File: src/rtl/evt_timer_pkg.sv
package evt_timer_pkg;
  localparam logic [7:0] OFS_GCFG   = 8'h00;
  localparam logic [7:0] OFS_STAT   = 8'h04;
  localparam logic [7:0] OFS_CNT_LO = 8'h08;
  localparam logic [7:0] OFS_CNT_HI = 8'h0C;
  localparam logic [7:0] OFS_CHCFG  = 8'h10;
  localparam logic [7:0] OFS_CMP_LO = 8'h14;
  localparam logic [7:0] OFS_CMP_HI = 8'h18;

  // channel configuration, LSB first: level, ie, periodic, load flag, 32-bit
  typedef struct packed {
    logic f32;
    logic load;
    logic per;
    logic ie;
    logic level;
  } ch_cfg_t;

  localparam int CH_CFG_W = $bits(ch_cfg_t);
endpackage

File: src/rtl/evt_main_counter.sv
module evt_main_counter #(
  parameter int DW = 32
) (
  input  logic          clk,
  input  logic          rst,
  input  logic          run,
  input  logic          f32,
  input  logic          wr_lo,
  input  logic          wr_hi,
  input  logic [DW-1:0] wdata,
  output logic [2*DW-1:0] count
);
  localparam int CW = 2 * DW;

  logic [CW-1:0] nxt_inc;

  always_comb begin
    if (f32) nxt_inc = {count[CW-1:DW], count[DW-1:0] + DW'(1)};
    else     nxt_inc = count + CW'(1);
  end

  always_ff @(posedge clk) begin
    if (rst) begin
      count <= '0;
    end else if (wr_lo) begin
      count[DW-1:0] <= wdata;
    end else if (wr_hi) begin
      count[CW-1:DW] <= wdata;
    end else if (run) begin
      count <= nxt_inc;
    end
  end
endmodule

File: src/rtl/evt_channel.sv
module evt_channel
  import evt_timer_pkg::*;
#(
  parameter int DW = 32
) (
  input  logic            clk,
  input  logic            rst,
  input  logic            run,
  input  logic [2*DW-1:0] count,
  input  logic            wr_cfg,
  input  logic            wr_cmp_lo,
  input  logic            wr_cmp_hi,
  input  logic            wr_stat,
  input  logic [DW-1:0]   wdata,
  output ch_cfg_t         cfg,
  output logic [2*DW-1:0] cmp,
  output logic            status,
  output logic            hit,
  output logic            irq_o
);
  localparam int CW = 2 * DW;

  logic [CW-1:0] period;
  logic [CW-1:0] cmp_adv;
  logic          armed;
  logic          phase;
  logic          eq;
  logic          to_cmp;
  logic          clr_req;
  logic          stat_nxt;

  always_comb begin
    if (cfg.f32) eq = (count[DW-1:0] == cmp[DW-1:0]);
    else         eq = (count == cmp);
    hit = run & (cfg.per | armed) & eq;
    if (cfg.f32) cmp_adv = {cmp[CW-1:DW], cmp[DW-1:0] + period[DW-1:0]};
    else         cmp_adv = cmp + period;
    to_cmp   = ~cfg.per | (cfg.load & ~phase);
    clr_req  = wr_stat & wdata[0];
    stat_nxt = hit | (status & ~clr_req);
  end

  always_ff @(posedge clk) begin
    if (rst) begin
      cfg    <= '0;
      cmp    <= '0;
      period <= '0;
      armed  <= 1'b0;
      phase  <= 1'b0;
      status <= 1'b0;
      irq_o  <= 1'b0;
    end else begin
      status <= stat_nxt;
      irq_o  <= cfg.ie & (cfg.level ? stat_nxt : hit);
      if (hit && cfg.per)  cmp   <= cmp_adv;
      if (hit && !cfg.per) armed <= 1'b0;
      if (wr_cfg) begin
        cfg   <= ch_cfg_t'(wdata[CH_CFG_W-1:0]);
        phase <= 1'b0;
      end
      if (wr_cmp_lo || wr_cmp_hi) armed <= 1'b1;
      if (wr_cmp_lo) begin
        if (to_cmp) cmp[DW-1:0]    <= wdata;
        else        period[DW-1:0] <= wdata;
        if (cfg.per && cfg.load) begin
          if (!phase) begin
            phase <= 1'b1;
          end else begin
            phase    <= 1'b0;
            cfg.load <= 1'b0;
          end
        end
      end
      if (wr_cmp_hi) begin
        if (to_cmp) cmp[CW-1:DW]    <= wdata;
        else        period[CW-1:DW] <= wdata;
      end
    end
  end
endmodule

File: src/rtl/evt_timer_regs.sv
module evt_timer_regs
  import evt_timer_pkg::*;
#(
  parameter int DW     = 32,
  parameter int ADDR_W = 5
) (
  input  logic              clk,
  input  logic              rst,
  input  logic              wr_en,
  input  logic              rd_en,
  input  logic [ADDR_W-1:0] addr,
  input  logic              wbit0,
  input  ch_cfg_t           cfg,
  input  logic              status,
  input  logic [2*DW-1:0]   count,
  input  logic [2*DW-1:0]   cmp,
  output logic              run,
  output logic              wr_stat,
  output logic              wr_cnt_lo,
  output logic              wr_cnt_hi,
  output logic              wr_cfg,
  output logic              wr_cmp_lo,
  output logic              wr_cmp_hi,
  output logic [DW-1:0]     rdata
);
  localparam int CW = 2 * DW;

  logic [DW-1:0] rd_mux;

  always_comb begin
    wr_stat   = wr_en && (addr == OFS_STAT[ADDR_W-1:0]);
    wr_cnt_lo = wr_en && (addr == OFS_CNT_LO[ADDR_W-1:0]);
    wr_cnt_hi = wr_en && (addr == OFS_CNT_HI[ADDR_W-1:0]);
    wr_cfg    = wr_en && (addr == OFS_CHCFG[ADDR_W-1:0]);
    wr_cmp_lo = wr_en && (addr == OFS_CMP_LO[ADDR_W-1:0]);
    wr_cmp_hi = wr_en && (addr == OFS_CMP_HI[ADDR_W-1:0]);
  end

  always_comb begin
    rd_mux = '0;
    case (addr)
      OFS_GCFG[ADDR_W-1:0]:   rd_mux = DW'(run);
      OFS_STAT[ADDR_W-1:0]:   rd_mux = DW'(status);
      OFS_CNT_LO[ADDR_W-1:0]: rd_mux = count[DW-1:0];
      OFS_CNT_HI[ADDR_W-1:0]: rd_mux = count[CW-1:DW];
      OFS_CHCFG[ADDR_W-1:0]:  rd_mux = DW'(cfg);
      OFS_CMP_LO[ADDR_W-1:0]: rd_mux = cmp[DW-1:0];
      OFS_CMP_HI[ADDR_W-1:0]: rd_mux = cmp[CW-1:DW];
      default:                rd_mux = '0;
    endcase
  end

  always_ff @(posedge clk) begin
    if (rst) begin
      run   <= 1'b0;
      rdata <= '0;
    end else begin
      if (wr_en && (addr == OFS_GCFG[ADDR_W-1:0])) run <= wbit0;
      rdata <= rd_en ? rd_mux : '0;
    end
  end
endmodule

File: src/rtl/evt_timer.sv
module evt_timer
  import evt_timer_pkg::*;
#(
  parameter int DW     = 32,
  parameter int ADDR_W = 5
) (
  input  logic              clk,
  input  logic              rst,
  input  logic              wr_en,
  input  logic              rd_en,
  input  logic [ADDR_W-1:0] addr,
  input  logic [DW-1:0]     wdata,
  output logic [DW-1:0]     rdata,
  output logic              irq_o
);
  localparam int CW = 2 * DW;

  logic          run;
  logic          wr_stat, wr_cnt_lo, wr_cnt_hi, wr_cfg, wr_cmp_lo, wr_cmp_hi;
  logic [CW-1:0] count;
  logic [CW-1:0] cmp;
  ch_cfg_t       ch_cfg;
  logic          status;
  logic          hit;

  evt_timer_regs #(.DW(DW), .ADDR_W(ADDR_W)) u_regs (
    .clk(clk), .rst(rst), .wr_en(wr_en), .rd_en(rd_en), .addr(addr),
    .wbit0(wdata[0]), .cfg(ch_cfg), .status(status), .count(count), .cmp(cmp),
    .run(run), .wr_stat(wr_stat), .wr_cnt_lo(wr_cnt_lo), .wr_cnt_hi(wr_cnt_hi),
    .wr_cfg(wr_cfg), .wr_cmp_lo(wr_cmp_lo), .wr_cmp_hi(wr_cmp_hi), .rdata(rdata)
  );

  evt_main_counter #(.DW(DW)) u_cnt (
    .clk(clk), .rst(rst), .run(run), .f32(ch_cfg.f32),
    .wr_lo(wr_cnt_lo), .wr_hi(wr_cnt_hi), .wdata(wdata), .count(count)
  );

  evt_channel #(.DW(DW)) u_ch (
    .clk(clk), .rst(rst), .run(run), .count(count),
    .wr_cfg(wr_cfg), .wr_cmp_lo(wr_cmp_lo), .wr_cmp_hi(wr_cmp_hi),
    .wr_stat(wr_stat), .wdata(wdata), .cfg(ch_cfg), .cmp(cmp),
    .status(status), .hit(hit), .irq_o(irq_o)
  );
endmodule

File: config.mk
export PLATFORM = sky130hd
export DESIGN_NAME = evt_timer
export DESIGN_NICKNAME = d
export VERILOG_FILES = /design/src/rtl/evt_timer_pkg.sv /design/src/rtl/evt_main_counter.sv /design/src/rtl/evt_channel.sv /design/src/rtl/evt_timer_regs.sv /design/src/rtl/evt_timer.sv
export SDC_FILE = /design/constraint.sdc
export NUM_CORES = 1
export LEC_CHECK = 0
export CAP_MARGIN = 20
export CORE_MARGIN = 4
export CORE_UTILIZATION = 60
export CTS_CLUSTER_DIAMETER = 40
export CTS_CLUSTER_SIZE = 16
export DETAILED_ROUTE_END_ITERATION = 8
export HOLD_SLACK_MARGIN = 0.1
export PLACE_DENSITY = 0.84
export SETUP_SLACK_MARGIN = 0.1
export SYNTH_ARGS = -nofsm -noshare
export SYNTH_HDL_FRONTEND = slang
export SYNTH_SLANG_ARGS = --single-unit
File: constraint.sdc
create_clock -name clk -period 6.4 [get_ports clk]
set_input_delay 1.92 -clock clk [delete_from_list [all_inputs] [get_ports clk]]
set_output_delay 1.92 -clock clk [all_outputs]
set_load 0.01 [all_outputs]
### After elaboration in Yosys (flattened, before gate mapping)

Cells that the tools add are included.

* word-level logic and storage cells: 90
* flip-flop bits (word level): 234
* input port bits: 41

* add/sub/neg operators: 4
* reductions and logical operators: 21
* muxes and demuxes: 24
* eq/ne operators: 10
* bitwise gates (word level): 15

Operators by type and width (count)
* two-way mux 64 bit: 4
* two-way mux 32 bit: 7
* case mux 32 bit (7 select lines): 1
* adder 64 x 1 -> 64 bit (second input constant): 1
* adder 64 bit: 1
* == test 64 bit: 1
* adder 32 x 1 -> 32 bit (second input constant): 1
* adder 32 bit: 1
* == test 32 bit: 1
* == test 5 bit (second input constant): 3
* two-way mux 1 bit: 11
* == test 5 x 4 -> 1 bit (second input constant): 2
* logical AND 1 bit: 10
* AND 1 bit: 6
* inverter 1 bit: 6
* AND reduction 2 bit: 3
* nonzero test 2 bit: 3
* == test 5 x 3 -> 1 bit (second input constant): 1
* zero test 5 bit: 1
* two-way mux 4 bit: 1
* OR 1 bit: 3
* AND reduction 3 bit: 1
* inequality test 2 x 1 -> 1 bit (second input constant): 1
* inequality test 2 bit (second input constant): 1
* 3 further kinds: 3

### Logic depth before layout (Yosys ltp)

* depth after elaboration: 8
* mapped depth: 13
* mapped depth without buffers: 12

### By module

A second synthesis with hierarchy kept.

* cell total of the unflattened synthesis: 2093
* area total of the unflattened synthesis: 16092.9 sq um

Modules (own cells, without submodules)
* evt_channel: area each 10003.3 sq um, cells an instance 1356, instances 1, sequential area each 2742.6 sq um
* evt_main_counter: area each 4081.4 sq um, cells an instance 526, instances 1, sequential area each 1281.2 sq um
* evt_timer_regs: area each 2008.2 sq um, cells an instance 211, instances 1, sequential area each 660.6 sq um

### Least setup slack after synthesis

OpenSTA, ideal clock, no wires.

* kind: in2reg
* start point: input addr[4]
* end point: register u_cnt.count[31]
* setup time: 86 ps
* arrival time: 3986 ps
* cell stages on the path: 10
* data required time: 6314 ps
* buffers on the path: 2
* path slack: 2329 ps
* cell sequence: or4b_1 > or2_2 > clkbuf_1 > and3_1 > clkbuf_1 > nand2_1 > nor2_1 > and4_1 > xnor2_1 > a211oi_1

* cells in the longest elaborated chain, start to end: 4
* elaborated cells between the ends (all ways): 8
* those cells by class: 3 x eq/ne; 1 x mux; 4 x reduce/logical

Ends and longest elaborated chain
* start: declaration: RTL line evt_timer.sv:11 `input logic [ADDR_W-1:0] addr,`
* == test 5 x 4 -> 1 bit (on tied branches): RTL line evt_timer_regs.sv:33, evt_timer_regs.sv:32
* logical AND 1 bit (on tied branches): RTL line evt_timer_regs.sv:33, evt_timer_regs.sv:32
* inequality test 2 x 1 -> 1 bit (no source line) or nonzero test 2 bit (tied branches)
* AND reduction 2 bit (no source line)
* end signal: indexed assignment: RTL line evt_main_counter.sv:26 `count[DW-1:0] <= wdata;`
* end signal: indexed assignment: RTL line evt_main_counter.sv:28 `count[CW-1:DW] <= wdata;`
* end signal: assignment: RTL line evt_main_counter.sv:30 `count <= nxt_inc;`
* end: declaration: RTL line evt_main_counter.sv:11 `output logic [2*DW-1:0] count`

Several ways; a longest one is shown, not always the timed one.
A chain may end at the register's enable or synchronous reset.

### Worst setup path after layout

* start point: input addr[2]
* end point: register u_cnt.count[46]

* cells in the longest elaborated chain, start to end: 4
* elaborated cells between the ends (all ways): 9
* those cells by class: 3 x eq/ne; 1 x mux; 1 x bitwise; 4 x reduce/logical

Ends and longest elaborated chain (RTL line)
* == test 5 x 4 -> 1 bit (on tied branches): evt_timer_regs.sv:33, evt_timer_regs.sv:32
* logical AND 1 bit (on tied branches): evt_timer_regs.sv:33, evt_timer_regs.sv:32
* inequality test 2 bit (no source line), or another cell as far along
* AND reduction 3 bit (no source line)

Several ways; a longest one is shown, not always the timed one.

==> summary.txt <==
===========================================================================================
Antenna violations before repair                                                          0
Leak pwr                                                                            6.91 nW
ANT nets after route                                                                      0
Number of design-rule violations left by the first detailed-router iteration          2,458
Power density over the cells                                                    221 nW/um^2
Fin Setup TNS                                                                          0 ns
Synthesized instance count                                                            2,110
Maximum vdd ir drop                                                                0.278 mV
Worst reg-to-reg path cell count                                                         12
Kind of end point of the critical path                                             register
Vias in the first global route                                                       15,868
Reg2reg setup slack                                                                 2.42 ns
Clk slew on worst S/H paths                                                         0.06 ns
Dominant cells by area after synthesis                                         sky130_fd_sc_hd__dfxtp_1 29%, sky130_fd_sc_hd__nand2_1 7.4%, sky130_fd_sc_hd__a21oi_1 6.0%
Level count of the clock H-tree                                                           2
Clock tree from TritonCTS                                                              done
Power Total                                                                         3.97 mW
RSZ-0062 raised after global routing                                                  false
Synth Cell Area                                                                15,900 sq um
Hold Path Stages                                                                          2
Maximum net fanout on the critical path                                                  26
Signal arrival time at the worst endpoint                                           4.96 ns
Number of nets at the end of the flow                                                 2,195
Slew at the pin closest to its max-slew limit                                       1.04 ns
Total Routed Length                                                            59,300 microns
Synthesized Nets                                                                      2,216
Dominant cell type by area after synthesis                                     sky130_fd_sc_hd__dfxtp_1
Mean instance size in the synthesized netlist                                    7.55 sq um
Most common cell in the synthesized netlist                                    sky130_fd_sc_hd__nand2_1
Seq/Total Area, Yosys                                                                 0.294
Number of hold-repair buffers added at the cts stage                                      0
DR vias                                                                              16,880
Routed length per instance                                                     24.1 microns
Total CTS buffers                                                                        42
Number of resized instances in the post-cts repair step                                   0
Count of max-cap constraint violations                                                    0
Die X-Extent                                                                    171 microns
Rel. slew slack                                                                       0.305
Async set-reset flop share out of synthesis                                               0
Number of sinks driven by the clock tree                                                234
Core area                                                                      26,100 sq um
I/O Buffers                                                                              73
Root buf cell                                                                  sky130_fd_sc_hd__clkbuf_16
Die Ht                                                                          171 microns
First-pass GRT wire length                                                     90,500 microns
Summed area of non-filler cells in the final layout                            18,000 sq um
Setup Buffers After CTS                                                                   0
Antenna diode count                                                                       0
Most used flip-flop cell after synthesis                                       sky130_fd_sc_hd__dfxtp_1
Max Freq                                                                            219 MHz
Crit Reg-Reg Startpoint                                                         u_ch.cmp[0]
Total stage count of the critical path                                                    9
Placed Area                                                                    16,500 sq um
Fin crit share                                                                        0.715
Min-delay src                                                                  u_ch.period[45]
Setup crit start                                                                    addr[2]
Half-perimeter wire length after detailed placement                            43,600 microns
Tmin final                                                                          4.57 ns
GRT busiest layer                                                                      met2
Initial core utilization                                                              0.611
Type of the most critical hold path                                            register to register
Site row count                                                                           59
Total global-route track usage                                                        0.395
Count of distinct cell types in the synthesized netlist                                  81
Critical Path, Cell by Cell                                                    clkdlybuf4s50_1 > nor2b_1 > and2_1 > nand3b_1 > o21ai_1 > buf_4 > o41ai_1 > a222oi_1 > nor2_1
CP delay by family, top                                                        simple AND/OR/NAND/NOR gates
Met3 Resource Use GR                                                                 0.0950
Total iterations of the first detailed-routing run                                        6
Startpoint types                                                                  input pin
GR Layer Usage met2                                                                   0.638
Syn. warnings                                                                             0
Residual DRC                                                                              0
Syn-to-layout area delta                                                              12.9%
M1 GR Usage                                                                           0.500
Slowest stage delay, CP                                                             0.70 ns
Number of hold violations in the final report                                             0
Fraction of layout instances using a drive strength above 1                          0.0641
I/O pin cnt                                                                              74
Setup CP Type                                                                  input pin to register
Vias per std cell                                                                      6.87
Master of the slowest instance on the critical path                            sky130_fd_sc_hd__clkdlybuf4s50_1
Area share of the leading cell type in the synthesized netlist                        0.294
Ranking of synthesized cells by instance count                                 313 x sky130_fd_sc_hd__nand2_1, 235 x sky130_fd_sc_hd__nor2_1, 234 x sky130_fd_sc_hd__dfxtp_1
Setup violations, final                                                                   0
Outcome                                                                           completed
Latest clock arrival within the worst-skew pair                                     0.54 ns
GRT Residual Overflow                                                                     0
Yosys reg bits                                                                          234
WP buf/inv                                                                                2
Die Outline Area                                                               29,200 sq um
CP Data Required Time                                                               6.79 ns
Max Clock Skew                                                                    0.0239 ns
Slew Viols, Final                                                                         0
Maximum number of pins on one net before global-route repair                            118
Gp weighted congestion                                                                 1.06
Number of synthesized flops with an enable pin                                            0
Maximum clock insertion buffer count                                                      3
===========================================================================================
==> metal layers <==
metal,vias up,wire (microns),part of all wire
met5,-,0,0
met4,0,3120,0.053
met3,260,7460,0.13
met2,1153,26600,0.45
met1,7812,22100,0.37
li1,7655,-,-
==> cell families after synthesis <==
kind of cell	count (synthesis)	synth area share
buffers and inverters	186	0.0512
AO/OA/AOI/OAI	588	0.245
multiplexers	64	0.0410
adder cells (fa/ha/maj)	65	0.0515
XOR/XNOR	137	0.0753
flip-flops	234	0.294
AND/OR/NAND/NOR	836	0.242
==> worst register-to-register path, stage by stage, from the launching register on <==
cell                        delay (ns)
sky130_fd_sc_hd__dfxtp_1          0.50
sky130_fd_sc_hd__ha_1             0.25
sky130_fd_sc_hd__inv_1            0.06
sky130_fd_sc_hd__fa_1             0.39
sky130_fd_sc_hd__nor2b_1          0.26
sky130_fd_sc_hd__o2111ai_1        0.17
sky130_fd_sc_hd__a211o_1          0.34
sky130_fd_sc_hd__a211oi_1         0.52
sky130_fd_sc_hd__or2_2            0.28
sky130_fd_sc_hd__a21oi_2          0.12
sky130_fd_sc_hd__o31ai_1          0.33
sky130_fd_sc_hd__mux2_2           0.39
sky130_fd_sc_hd__a211oi_1         0.26
==> flip-flops by register name, summed over array words and instances, names as in the netlist <==
register and cells:
u_ch.cfg 5, u_ch.irq_o 1, u_regs.rdata 32, u_ch.armed 1, u_ch.cmp 64, u_ch.period 64
u_ch.status 1, u_ch.phase 1, u_regs.run 1, u_cnt.count 64
==> cell usage in the layout, fill, tap and decap left out, types with 56 or more instances in the layout <==
cell	Yosys	final
sky130_fd_sc_hd__ha_1	64	64
sky130_fd_sc_hd__nand2_1	313	312
sky130_fd_sc_hd__nand3_1	56	56
sky130_fd_sc_hd__nor2_1	235	234
sky130_fd_sc_hd__dfxtp_1	234	234
sky130_fd_sc_hd__clkdlybuf4s50_1	0	71
sky130_fd_sc_hd__xnor2_1	71	71
sky130_fd_sc_hd__o21ai_0	67	67
sky130_fd_sc_hd__xor2_1	66	66
sky130_fd_sc_hd__a21oi_1	192	192
sky130_fd_sc_hd__a211oi_1	61	61
==> path summary, 6_finish.rpt <==
check,to
worst max-delay path,u_cnt.count[46]
worst min register to register,u_ch.period[45]
worst max register to register,u_ch.cmp[42]
worst min-delay path,u_ch.period[45]
==> stage by stage <==
stage / setup slack, ns / util / instances / hold slack (ns)
5_1_grt: 1.54 / 0.690 / 2457 / 0.471
2_1_floorplan: 2.33 / - / 2110 / 0.440
3_3_place_gp: 1.44 / 0.634 / 2380 / 0.446
4_1_cts: 1.94 / 0.690 / 2457 / 0.457
3_5_place_dp: 1.40 / 0.634 / 2380 / 0.451
6_report: 1.83 / 0.690 / 2457 / 0.457
==> report_power, final <==
part           internal (mW)  switching (mW)  total, mW
sequential              1.47          0.0229       1.49
clock                   1.45           0.829       2.28
combinational         0.0658           0.132      0.198
==> area by class of cell <==
cell class	count	area (sq um)
fill	2206	8070
clock buffer	55	1230
sequential	234	4680
clock inverter	22	224
multi-input combinational	1690	10400
tap	335	419
timing repair buffer	94	885
inverter	27	101
Note: power is estimated with default switching activity, not from simulation.
